<file path="src/rtl/tcs_pkg.sv">
package tcs_pkg;

    localparam int unsigned WORD_W    = 32;
    localparam int unsigned BASE_W    = 2;
    localparam int unsigned EXT_W     = 4;
    localparam int unsigned PERIOD_W  = BASE_W + EXT_W;
    localparam int unsigned NUM_SRC   = 3;

    // control word bit positions (decoded by the timer engines)
    localparam int unsigned C_WP_LO   = 30;
    localparam int unsigned C_WRC_LO  = 28;
    localparam int unsigned C_WIE     = 27;
    localparam int unsigned C_DIE     = 26;
    localparam int unsigned C_FP_LO   = 24;
    localparam int unsigned C_FIE     = 23;
    localparam int unsigned C_ARE     = 22;
    localparam int unsigned C_WPX_LO  = 17;
    localparam int unsigned C_FPX_LO  = 13;

    // status word bit positions
    localparam int unsigned S_ENW     = 31;
    localparam int unsigned S_WIS     = 30;
    localparam int unsigned S_WRS_LO  = 28;
    localparam int unsigned S_DIS     = 27;
    localparam int unsigned S_FIS     = 26;

    typedef enum logic {
        SEL_CTRL = 1'b0,
        SEL_STAT = 1'b1
    } reg_sel_e;

    typedef enum int unsigned {
        SRC_DEC = 0,
        SRC_FIT = 1,
        SRC_WDG = 2
    } src_e;

    typedef struct packed {
        logic       enw;
        logic       wis;
        logic [1:0] wrs;
        logic       dis;
        logic       fis;
    } stat_t;

    typedef struct packed {
        logic [PERIOD_W-1:0] wdg_period;
        logic [PERIOD_W-1:0] fit_period;
        logic [1:0]          wdg_rst_ctl;
        logic                auto_reload;
        logic [NUM_SRC-1:0]  enables;
    } ctrl_fields_t;

    function automatic logic [WORD_W-1:0] stat_to_word(input stat_t s);
        logic [WORD_W-1:0] w;
        w                      = '0;
        w[S_ENW]               = s.enw;
        w[S_WIS]               = s.wis;
        w[S_WRS_LO+1:S_WRS_LO] = s.wrs;
        w[S_DIS]               = s.dis;
        w[S_FIS]               = s.fis;
        return w;
    endfunction

    function automatic stat_t word_to_stat(input logic [WORD_W-1:0] w);
        stat_t s;
        s.enw = w[S_ENW];
        s.wis = w[S_WIS];
        s.wrs = w[S_WRS_LO+1:S_WRS_LO];
        s.dis = w[S_DIS];
        s.fis = w[S_FIS];
        return s;
    endfunction

    function automatic stat_t resume_mask();
        stat_t s;
        s     = '0;
        s.enw = 1'b1;
        s.wis = 1'b1;
        s.wrs = 2'b11;
        return s;
    endfunction

endpackage

</file>
<file path="src/rtl/tcs_ctrl_reg.sv">
module tcs_ctrl_reg
    import tcs_pkg::*;
(
    input  logic              clk,
    input  logic              rst,
    input  logic              load,
    input  logic [WORD_W-1:0] din,
    output logic [WORD_W-1:0] q
);

    always_ff @(posedge clk) begin
        if (rst) begin
            q <= '0;
        end else if (load) begin
            q <= din;
        end
    end

endmodule

</file>
<file path="src/rtl/tcs_stat_reg.sv">
module tcs_stat_reg
    import tcs_pkg::*;
(
    input  logic  clk,
    input  logic  rst,
    input  stat_t clr_mask,
    input  stat_t set_mask,
    output stat_t q
);

    stat_t nxt;

    // a set on the same cycle as a clear leaves the bit set
    always_comb begin
        nxt = (q & ~clr_mask) | set_mask;
    end

    always_ff @(posedge clk) begin
        if (rst) begin
            q <= '0;
        end else begin
            q <= nxt;
        end
    end

endmodule

</file>
<file path="src/rtl/tcs_field_decode.sv">
module tcs_field_decode
    import tcs_pkg::*;
(
    input  logic [WORD_W-1:0] ctrl,
    output ctrl_fields_t      fields
);

    always_comb begin
        fields.wdg_period  = {ctrl[C_WPX_LO+EXT_W-1:C_WPX_LO],
                              ctrl[C_WP_LO+BASE_W-1:C_WP_LO]};
        fields.fit_period  = {ctrl[C_FPX_LO+EXT_W-1:C_FPX_LO],
                              ctrl[C_FP_LO+BASE_W-1:C_FP_LO]};
        fields.wdg_rst_ctl = ctrl[C_WRC_LO+1:C_WRC_LO];
        fields.auto_reload = ctrl[C_ARE];
        fields.enables                  = '0;
        fields.enables[int'(SRC_DEC)]   = ctrl[C_DIE];
        fields.enables[int'(SRC_FIT)]   = ctrl[C_FIE];
        fields.enables[int'(SRC_WDG)]   = ctrl[C_WIE];
    end

endmodule

</file>
<file path="src/rtl/tcs_irq_gate.sv">
module tcs_irq_gate
    import tcs_pkg::*;
(
    input  logic [NUM_SRC-1:0] pending,
    input  logic [NUM_SRC-1:0] enable,
    output logic [NUM_SRC-1:0] irq
);

    for (genvar g = 0; g < NUM_SRC; g++) begin : g_src
        assign irq[g] = pending[g] & enable[g];
    end

endmodule

</file>
<file path="src/rtl/tmr_ctlstat.sv">
module tmr_ctlstat
    import tcs_pkg::*;
(
    input  logic                clk,
    input  logic                rst,
    input  logic                wr_en,
    input  logic                wr_sel,
    input  logic [WORD_W-1:0]   wr_data,
    input  logic                set_dec,
    input  logic                set_fit,
    input  logic                set_wdg,
    input  logic                set_enw,
    input  logic [1:0]          set_wrs,
    input  logic                resume,
    output logic [WORD_W-1:0]   ctrl_word,
    output logic [WORD_W-1:0]   stat_word,
    output logic                irq_dec,
    output logic                irq_fit,
    output logic                irq_wdg,
    output logic [PERIOD_W-1:0] wdg_period,
    output logic [PERIOD_W-1:0] fit_period,
    output logic [1:0]          wdg_rst_ctl,
    output logic                auto_reload
);

    reg_sel_e           sel;
    logic               ctrl_load;
    logic               stat_wr;
    stat_t              clr_mask;
    stat_t              set_mask;
    stat_t              stat_q;
    ctrl_fields_t       fields;
    logic [NUM_SRC-1:0] pending;
    logic [NUM_SRC-1:0] irq_vec;

    assign sel       = reg_sel_e'(wr_sel);
    assign ctrl_load = wr_en && (sel == SEL_CTRL);
    assign stat_wr   = wr_en && (sel == SEL_STAT);

    always_comb begin
        clr_mask = '0;
        if (stat_wr) begin
            clr_mask = word_to_stat(wr_data);
        end
        if (resume) begin
            clr_mask = clr_mask | resume_mask();
        end
    end

    always_comb begin
        set_mask     = '0;
        set_mask.enw = set_enw;
        set_mask.wis = set_wdg;
        set_mask.wrs = set_wrs;
        set_mask.dis = set_dec;
        set_mask.fis = set_fit;
    end

    tcs_ctrl_reg u_ctrl (
        .clk  (clk),
        .rst  (rst),
        .load (ctrl_load),
        .din  (wr_data),
        .q    (ctrl_word)
    );

    tcs_stat_reg u_stat (
        .clk      (clk),
        .rst      (rst),
        .clr_mask (clr_mask),
        .set_mask (set_mask),
        .q        (stat_q)
    );

    tcs_field_decode u_dec (
        .ctrl   (ctrl_word),
        .fields (fields)
    );

    always_comb begin
        pending                 = '0;
        pending[int'(SRC_DEC)]  = stat_q.dis;
        pending[int'(SRC_FIT)]  = stat_q.fis;
        pending[int'(SRC_WDG)]  = stat_q.wis;
    end

    tcs_irq_gate u_irq (
        .pending (pending),
        .enable  (fields.enables),
        .irq     (irq_vec)
    );

    assign stat_word   = stat_to_word(stat_q);
    assign irq_dec     = irq_vec[int'(SRC_DEC)];
    assign irq_fit     = irq_vec[int'(SRC_FIT)];
    assign irq_wdg     = irq_vec[int'(SRC_WDG)];
    assign wdg_period  = fields.wdg_period;
    assign fit_period  = fields.fit_period;
    assign wdg_rst_ctl = fields.wdg_rst_ctl;
    assign auto_reload = fields.auto_reload;

endmodule

</file>
<file path="config.mk">
export PLATFORM = sky130hd
export DESIGN_NAME = tmr_ctlstat
export DESIGN_NICKNAME = d
export VERILOG_FILES = /design/src/rtl/tcs_pkg.sv /design/src/rtl/tcs_ctrl_reg.sv /design/src/rtl/tcs_stat_reg.sv /design/src/rtl/tcs_field_decode.sv /design/src/rtl/tcs_irq_gate.sv /design/src/rtl/tmr_ctlstat.sv
export SDC_FILE = /design/constraint.sdc
export NUM_CORES = 1
export LEC_CHECK = 0
export BUFFER_PORTS_ARGS = -buffer_cell sky130_fd_sc_hd__buf_2
export CELL_PAD_IN_SITES_DETAIL_PLACEMENT = 1
export CELL_PAD_IN_SITES_GLOBAL_PLACEMENT = 2
export CORE_AREA = 8 8 107 109
export CTS_CLUSTER_SIZE = 24
export DETAILED_ROUTE_END_ITERATION = 8
export DIE_AREA = 0 0 115 117
export PLACE_DENSITY_LB_ADDON = 0.1
export SETUP_SLACK_MARGIN = 0.2
export SLEW_MARGIN = 30
export SYNTH_ARGS = -nofsm -noshare
export SYNTH_HDL_FRONTEND = slang
export SYNTH_SLANG_ARGS = --single-unit
</file>
<file path="constraint.sdc">
create_clock -name clk -period 0.8 [get_ports clk]
set_input_delay 0.04 -clock clk [delete_from_list [all_inputs] [get_ports clk]]
set_output_delay 0.04 -clock clk [all_outputs]
set_load 0.1 [all_outputs]
</file>
==> impl_metrics.json, run 1 <==
{
  "wl_met3_um": 390,
  "rsz0062_at_grt": "true",
  "overflow": 0,
  "finalCritPeriodShare_pct": 124.4,
  "hpwl_um": 4963,
  "max_stage_delay_ns": 0.37,
  "holdWs_ns": -0.04097,
  "power_switching_uw": 2616,
  "min_path_cells": 3,
  "fin_cells": 450,
  "synthDistinctLibCells": 15,
  "layout_setup_ws_ns": -0.1954,
  "area.sequential_um2": 903.4,
  "num_vias": 1670,
  "viasPerCell": 3.711,
  "cts_buffer_depth": 2,
  "cp.required_ns": 0.76,
  "cts_buffers": 5,
  "ir_worst_vdd_v": 0.0005364,
  "fin_worst_skew_ns": 0,
  "multi_input_area_um2": 754.5,
  "max_freq_mhz": 1005,
  "worstSetupPathType": "reg2out",
  "min_from": "set_wdg",
  "r2r_end": "u_stat.q[1]$_SDFF_PP0_",
  "antenna_found_initial": 0,
  "cp-end-kind": "output port",
  "met1_length_um": 2526,
  "cts_sinks": 38,
  "root_buffer": "clkbuf_8",
  "sw_frac_of_total_pct": 44.12,
  "drc": 0,
  "critPathSlowestCell": "dfxtp_4",
  "nets": 356,
  "path_cells": "and2_4 > buf_12",
  "die_y_um": 117,
  "initial_core_util_pct": 17.21,
  "drt-total-wl_um": 6394,
  "seq_area_frac_synth_pct": 44.61,
  "post_synth_instance_area_um2": 1705,
  "slew_violations": 0,
  "leakagePower_uw": 0.001449,
  "timing.rr.start": "u_stat.q[1]$_SDFF_PP0_",
  "ys_ff_latch": 38,
  "diodes": 0,
  "place_congestion": 0.6382,
  "core_area_um2": 9907,
  "area_growth_pct": 107.4,
  "utilization_pct": 35.70,
  "setup_viol_count_final": 57,
  "drv_cap": 0,
  "fp.dieArea_um2": 13460,
  "p_int_uw": 3313,
  "layout_common_cells": "buf_12, nand2_1, buf_2",
  "timing.critical_path.from_type": "flop",
  "fillers": 1125,
  "clock_power_share_pct": 21.5,
  "hold_viol": 15,
  "avgSynthCellArea_um2": 8.007,
  "drive_above_1_share_pct": 62.74,
  "drt_iter0_markers": 26,
  "hold_class": "in2reg",
  "grt_pass1_vias": 1857,
  "p_comb_share_pct": 43.8,
  "worstSkewPairLatency_ns": 0.28,
  "cp.arrival_ns": 0.96,
  "grt_use_total_pct": 9.360,
  "htree_num_levels": 2,
  "layout_commonest_cell": "buf_12",
  "die_w_um": 115,
  "r2r_slack_ns": -0.06,
  "sequentialPowerShare_pct": 34.7,
  "grt_max_degree": 39,
  "post-place-ws_ns": -0.04583,
  "syn_inst": 213,
  "min_period_ns": 0.9954,
  "dr.max_layer_used": "met4",
  "ioPinCount": 125,
  "met2_length_um": 3422,
  "grt_pass1_wl_um": 9777,
  "cts_tree": "yes",
  "yosysWarnings": 0,
  "status": "finished, violations left",
  "worstHoldEndpoint": "u_stat.q[4]$_SDFF_PP0_",
  "reg2reg_depth": 4,
  "port_buffers": 98,
  "wire_per_inst_um": 14.21,
  "path_clk_slew_ns": 0.08,
  "placedCellCount": 428,
  "violations": "hold timing, setup timing",
  "postCtsHoldBufs": 3,
  "drtAntennaViolNets": 0,
  "fp-row-count": 37,
  "powerDensity_nw_per_um2": 1676,
  "path_max_fanout": 3,
  "drt-pass1-iter-count": 3
}
-- worst max-delay path: cells and delay by family, from the launching register on --
kind,cells,cell delay [ns]
buffers and inverters,1,0.16
and+or+nand+nor,1,0.15
DFF,1,0.37
-- registers in the layout, summed over array words and instances, names as in the netlist --
signal and cells:
u_stat.q 6, u_ctrl.q 32
-- timing repair --
item	CTS	global route
endpoints found under the hold margin	34	15
endpoints found under the setup margin	83	94
setup buffers	8	3
pin swaps	2	16
resized for setup	7	34
cloned	0	0
-- through the flow --
| step | hold slack, ns | power (uW) | area, um^2 | TNS (ns) |
|---|---|---|---|---|
| 6_report | -0.04097 | 5929 | 3537 | -5.054 |
| 2_1_floorplan | 0.1496 | 3986 | 2145 | -0.4570 |
| 4_1_cts | -0.05055 | 5974 | 3390 | -6.221 |
| 3_5_place_dp | 0.2558 | 4584 | 3193 | -0.4071 |
| 5_1_grt | -0.04394 | 6185 | 3537 | -7.012 |
| 3_3_place_gp | 0.2489 | 4579 | 3193 | -0.1041 |
-- power by group through the flow --
| stage | combinational (uW) | clock, uW | sequential [uW] |
|---|---|---|---|
| floorplan | 1260 | 0 | 2730 |
| global placement | 2470 | 0 | 2110 |
| detailed placement | 2470 | 0 | 2110 |
| CTS | 2540 | 1370 | 2050 |
| global route | 2680 | 1430 | 2080 |
| finish | 2600 | 1280 | 2060 |
-- worst max-delay path by stage --
stage / depth (start not counted) / startpoint / slack, ns / endpoint
after floorplan: 1 / u_ctrl.q[26]$_SDFFE_PP0P_ / -0.15 / irq_dec
after global placement: 5 / wr_en / -0.03 / u_ctrl.q[14]$_SDFFE_PP0P_
final: 2 / u_stat.q[0]$_SDFF_PP0_ / -0.20 / irq_fit
after CTS: 2 / u_stat.q[0]$_SDFF_PP0_ / -0.21 / irq_fit
after global routing: 2 / u_ctrl.q[26]$_SDFFE_PP0P_ / -0.23 / irq_dec
after detailed placement: 5 / wr_en / -0.05 / u_ctrl.q[30]$_SDFFE_PP0P_
-- Yosys cell counts --
cell type	n	share of area, %
nand2b_4	1	0.81
nand3_1	6	1.8
nor2b_4	1	0.81
inv_1	1	0.22
clkbuf_1	3	0.66
a21oi_1	34	10
buf_4	42	18
nor2_1	6	1.3
a31oi_1	4	1.5
and2_1	3	1.1
buf_6	5	3.3
dfxtp_1	38	45
nand2_1	64	14
conb_1	1	0.22
buf_2	4	1.2
-- cell families after synthesis --
family | synth area share (%)
AND/OR/NAND/NOR | 19.88
buffers and inverters | 23.84
AO/OA/AOI/OAI | 11.44
flip-flops | 44.61
other | 0.2199
-- metal layers --
metal,GRT usage (%),vias to the layer above
met5,0,-
met4,2.890,0
met3,2.873,2
met2,17.46,63
met1,9.860,798
li1,-,807
-- layout make-up --
type | instances | area share, %
Timing Repair Buffer | 122 | 45.91
Tap cell | 136 | 4.811
Inverter | 1 | 0.1061
Sequential cell | 38 | 25.54
Clock buffer | 6 | 2.052
Multi-Input combinational cell | 145 | 21.33
Clock inverter | 2 | 0.2476
Power figures use the tool's default switching activity.
==> run 2: changes to the inputs <==
--- a/config.mk
+++ b/config.mk
@@ -13,7 +13,7 @@
 export DETAILED_ROUTE_END_ITERATION = 8
 export DIE_AREA = 0 0 115 117
 export PLACE_DENSITY_LB_ADDON = 0.1
-export SETUP_SLACK_MARGIN = 0.2
+export SETUP_SLACK_MARGIN = 0.3
 export SLEW_MARGIN = 30
 export SYNTH_ARGS = -nofsm -noshare
 export SYNTH_HDL_FRONTEND = slang
==> run 2 against run 1 <==
  * The flow still finishes with violations (hold timing, setup timing)
  * Design area down 0.71%
  * Sequential share of layout area is 0.18 points higher
  * Maximum frequency hardly changed
  * Non-clock buffer count shrank 2
  * Sequential power is essentially flat
  * Cell count down 0.44%
  * Hold slack about the same
  * Combinational power is essentially flat
  * Sequential cell count did not move
  * Largest power group unchanged
  * Highest routed layer unchanged
==> impl_metrics.json, run 2 (synthesized netlist as in run 1, its figures left out) <==
{
  "min_path_cells": 3,
  "root_buffer": "clkbuf_8",
  "ioPinCount": 125,
  "nets": 354,
  "grt_use_total_pct": 9.338,
  "leakagePower_uw": 0.001424,
  "drc": 0,
  "drt-pass1-iter-count": 3,
  "grt_pass1_wl_um": 9735,
  "fp.dieArea_um2": 13460,
  "htree_num_levels": 2,
  "min_period_ns": 0.9953,
  "die_y_um": 117,
  "grt_max_degree": 39,
  "hold_viol": 18,
  "fin_worst_skew_ns": 0,
  "place_congestion": 0.6382,
  "worstHoldEndpoint": "u_stat.q[4]$_SDFF_PP0_",
  "drv_cap": 0,
  "cts_tree": "yes",
  "rsz0062_at_grt": "true",
  "port_buffers": 98,
  "min_from": "set_wdg",
  "core_area_um2": 9907,
  "cp.required_ns": 0.76,
  "path_max_fanout": 3,
  "timing.critical_path.from_type": "flop",
  "num_vias": 1661,
  "r2r_slack_ns": -0.06,
  "cp.arrival_ns": 0.96,
  "drt_iter0_markers": 24,
  "hold_class": "in2reg",
  "drtAntennaViolNets": 0,
  "setup_viol_count_final": 57,
  "r2r_end": "u_stat.q[1]$_SDFF_PP0_",
  "placedCellCount": 428,
  "fp-row-count": 37,
  "cts_buffers": 5,
  "regMostFlops": "u_ctrl.q",
  "cts_buffer_depth": 2,
  "layout_common_cells": "buf_12, nand2_1, buf_2",
  "ir_worst_vdd_v": 0.0005364,
  "antenna_found_initial": 0,
  "wire_per_inst_um": 14.31,
  "overflow": 0,
  "reg2reg_depth": 4,
  "powerDensity_nw_per_um2": 1686,
  "diodes": 0,
  "drive_above_1_share_pct": 63.78,
  "fillers": 1121,
  "violations": "hold timing, setup timing",
  "finalCritPeriodShare_pct": 124.4,
  "holdWs_ns": -0.04127,
  "cts_sinks": 38,
  "slew_violations": 0,
  "area_growth_pct": 105.9,
  "die_w_um": 115,
  "viasPerCell": 3.708,
  "timing.rr.start": "u_stat.q[1]$_SDFF_PP0_",
  "worstSkewPairLatency_ns": 0.28,
  "path_clk_slew_ns": 0.08,
  "status": "finished, violations left",
  "fin_cells": 448,
  "crit_start": "u_stat.q[0]$_SDFF_PP0_",
  "reg_top3": "u_ctrl.q x32, u_stat.q x6",
  "initial_core_util_pct": 17.21,
  "cp-end-kind": "output port",
  "layout_commonest_cell": "buf_12",
  "grt_pass1_vias": 1854,
  "max_freq_mhz": 1005,
  "worstSetupPathType": "reg2out",
  "largest_reg_flops": 32,
  "p_total_uw": 5923,
  "drt-total-wl_um": 6409,
  "layout_setup_ws_ns": -0.1953,
  "hpwl_um": 4963
}
run 2: cell count changes in the layout (fill, tap and decap cells not counted), sizes merged:
cell	delta
buf	+1
dlygate4sd3	-1
dlymetal6s4s	-2
run 2: power breakdown:
part / switching, uW / internal (uW)
sequential: 130 / 1930
clock: 680 / 600
combinational: 1810 / 778
run 2: final cells by class:
type                    instances  area [um^2]  share of cell area (%)
multi-input cells             145        757.0                   21.55
inverters                       1        3.754                  0.1069
clock inverters                 2        8.758                  0.2494
clock buffers                   6        72.57                   2.066
flip-flops and latches         38        903.4                   25.72
well taps                     136        170.2                   4.845
repair buffers                120         1597                   45.46
run 2: per-layer routing:
| metal | track usage, % | share of wire [%] |
|---|---|---|
| met2 | 17.42 | 54 |
| met5 | 0 | 0 |
| met3 | 2.976 | 6.4 |
| met4 | 2.890 | 0.86 |
| met1 | 9.769 | 39 |
run 2: worst max-delay path by stage:
stage	endpoint	slack, ns	depth (start not counted)
finish	irq_fit	-0.20	2
global route	irq_dec	-0.23	2
CTS	irq_fit	-0.21	2
detailed placement	u_ctrl.q[30]$_SDFFE_PP0P_	-0.05	5
global placement	u_ctrl.q[14]$_SDFFE_PP0P_	-0.03	5
floorplan	irq_dec	-0.15	1
run 2: worst max-delay path: stages (launching register included):
cell and delay (ns):
dfxtp_4 0.37, and2_4 0.15, buf_12 0.16
run 2: repair_timing:
| action | CTS | global route |
|---|---|---|
| hold endpoints to repair | 34 | 18 |
| pin swaps | 4 | 15 |
| setup buffers | 8 | 4 |
| setup endpoints to repair | 94 | 94 |
| resized for setup | 7 | 33 |
run 2: stage by stage:
step                      TNS (ns)  instance area, um^2  setup slack, ns  utilization [%]
after global placement     -0.1041                 3193         -0.03226            32.23
final                       -5.065                 3512          -0.1953            35.45
after global routing        -7.008                 3512          -0.2267            35.45
after CTS                   -6.221                 3359          -0.2101            33.91
after detailed placement   -0.4071                 3193         -0.04583            32.23
after floorplan            -0.4570                 2145          -0.1523                -
==> run 3: changes to the inputs <==
--- a/config.mk
+++ b/config.mk
@@ -6,12 +6,12 @@
 export NUM_CORES = 1
 export LEC_CHECK = 0
 export BUFFER_PORTS_ARGS = -buffer_cell sky130_fd_sc_hd__buf_2
-export CELL_PAD_IN_SITES_DETAIL_PLACEMENT = 1
-export CELL_PAD_IN_SITES_GLOBAL_PLACEMENT = 2
-export CORE_AREA = 8 8 107 109
+export CELL_PAD_IN_SITES_DETAIL_PLACEMENT = 0
+export CELL_PAD_IN_SITES_GLOBAL_PLACEMENT = 1
+export CORE_AREA = 8 8 94 96
 export CTS_CLUSTER_SIZE = 24
 export DETAILED_ROUTE_END_ITERATION = 8
-export DIE_AREA = 0 0 115 117
+export DIE_AREA = 0 0 102 104
 export PLACE_DENSITY_LB_ADDON = 0.1
 export SETUP_SLACK_MARGIN = 0.3
 export SLEW_MARGIN = 30
==> run 3 against run 2 <==
  * The run still ends with hold timing, setup timing left
  * Global-route usage grew 0.83 points
  * Hold slack worse by 0.0031 ns
  * Sequential cell count did not move
  * Sequential share of layout area is 0.97 points higher
  * Clock power is 4% lower
  * Largest cell class unchanged
  * Highest routed layer unchanged
==> impl_metrics.json, run 3 (synthesized netlist as in run 1, its figures left out) <==
{
  "cts_tree": "yes",
  "root_buffer": "clkbuf_8",
  "max_freq_mhz": 987.3,
  "timing.critical_path.from_type": "flop",
  "hold_class": "in2reg",
  "drv_cap": 0,
  "cp.required_ns": 0.76,
  "ir_worst_vdd_v": 0.0007217,
  "layout_common_cells": "buf_12, nand2_1, buf_2",
  "drt-total-wl_um": 5574,
  "setup_viol_count_final": 56,
  "hold_viol": 30,
  "p_comb_share_pct": 43.4,
  "largest_reg_flops": 32,
  "powerDensity_nw_per_um2": 1719,
  "cts_buffer_depth": 2,
  "cp-end-kind": "output port",
  "fin_worst_skew_ns": 0,
  "finalCritPeriodShare_pct": 126.6,
  "fillers": 762,
  "area.sequential_um2": 903.4,
  "sw_frac_of_total_pct": 44.08,
  "utilization_pct": 45.45,
  "violations": "hold timing, setup timing",
  "place_congestion": 0.7084,
  "htree_num_levels": 2,
  "min_period_ns": 1.013,
  "core_area_um2": 7447,
  "overflow": 0,
  "die_y_um": 104,
  "grt_pass1_wl_um": 8369,
  "met1_length_um": 2208,
  "drtAntennaViolNets": 0,
  "diodes": 0,
  "cp.arrival_ns": 0.97,
  "die_w_um": 102,
  "hpwl_um": 4233,
  "dr.max_layer_used": "met4",
  "met2_length_um": 2820,
  "fp-row-count": 32,
  "worstSkewPairLatency_ns": 0.28,
  "num_vias": 1598,
  "slew_violations": 0,
  "regMostFlops": "u_ctrl.q",
  "leakagePower_uw": 0.001384,
  "multi_input_area_um2": 745.7,
  "grt_max_degree": 39,
  "p_int_uw": 3253,
  "drt-pass1-iter-count": 4,
  "wire_per_inst_um": 13.66,
  "drt_iter0_markers": 34,
  "cts_buffers": 5,
  "reg_top3": "u_ctrl.q x32, u_stat.q x6",
  "ioPinCount": 125,
  "clock_power_share_pct": 21.2,
  "sequentialPowerShare_pct": 35.4,
  "layout_setup_ws_ns": -0.2129,
  "path_clk_slew_ns": 0.08,
  "worstSetupPathType": "reg2out",
  "cts_sinks": 38,
  "drc": 0,
  "drive_above_1_share_pct": 60.46,
  "status": "finished, violations left",
  "initial_core_util_pct": 22.90,
  "layout_commonest_cell": "buf_12",
  "grt_pass1_vias": 1640,
  "rsz0062_at_grt": "true",
  "grt_use_total_pct": 10.17,
  "port_buffers": 98,
  "nets": 348,
  "power_switching_uw": 2564,
  "fp.dieArea_um2": 10610,
  "antenna_found_initial": 0,
  "area_growth_pct": 98.46,
  "wl_met3_um": 465,
  "path_max_fanout": 3,
  "viasPerCell": 3.917,
  "holdWs_ns": -0.04441
}
==> run 3: cell count changes in the layout (fill, tap and decap cells not counted), sizes merged <==
cell    before  now
buf        120  114
clkbuf       6    5
clkinv       2    3
==> run 3: stage by stage <==
step	power (uW)	cell area (um^2)	setup WS [ns]	setup TNS (ns)	instances
final	5816	3385	-0.2129	-5.003	408
after global routing	6079	3385	-0.2469	-7.078	408
after CTS	5862	3274	-0.2311	-5.981	407
after detailed placement	4545	3123	-0.02085	-0.1621	392
after global placement	4539	3123	0.003721	0	392
after floorplan	3986	2145	-0.1523	-0.4570	238
==> run 3: cell type report <==
type	instances	share of cell area, %
clock buffer	5	2.033
multi-input combinational	145	22.03
timing repair buffer	114	45.03
inverter	1	0.1109
tap	102	3.771
clock inverter	3	0.3327
sequential	38	26.69
==> run 3: final timing paths <==
kind / end / depth (start not counted) / start / slack (ns)
min reg2reg: u_ctrl.q[26]$_SDFFE_PP0P_ / 2 / u_ctrl.q[26]$_SDFFE_PP0P_ / 0.49
max reg2reg: u_stat.q[1]$_SDFF_PP0_ / 3 / u_stat.q[1]$_SDFF_PP0_ / 0.07
max: irq_fit / 2 / u_stat.q[0]$_SDFF_PP0_ / -0.21
min: u_stat.q[2]$_SDFF_PP0_ / 3 / set_wrs[0] / -0.04
==> run 3: worst max-delay path: stages, from the launching register on <==
cell and delay (ns):
dfxtp_4 0.37, and2_4 0.15, buf_12 0.16
==> run 3: timing repair <==
item / in CTS / in global routing
buffers inserted: 7 / 1
resized for setup: 5 / 24
pin swaps: 3 / 7
hold endpoints to repair: 37 / 31
setup endpoints to repair: 94 / 94
==> run 3: metal layers <==
metal | vias to the layer above | global-route usage [%]
met5 | - | 0
met4 | 0 | 3.778
met3 | 5 | 4.418
met2 | 66 | 17.00
met1 | 737 | 10.94
li1 | 790 | -
==> run 3: power by group through the flow <==
stage               combinational [uW]  sequential, uW  clock (uW)
finish                            2520            2060        1230
global placement                  2430            2100           0
detailed placement                2440            2110           0
global route                      2600            2070        1400
CTS                               2490            2060        1320
floorplan                         1260            2730           0
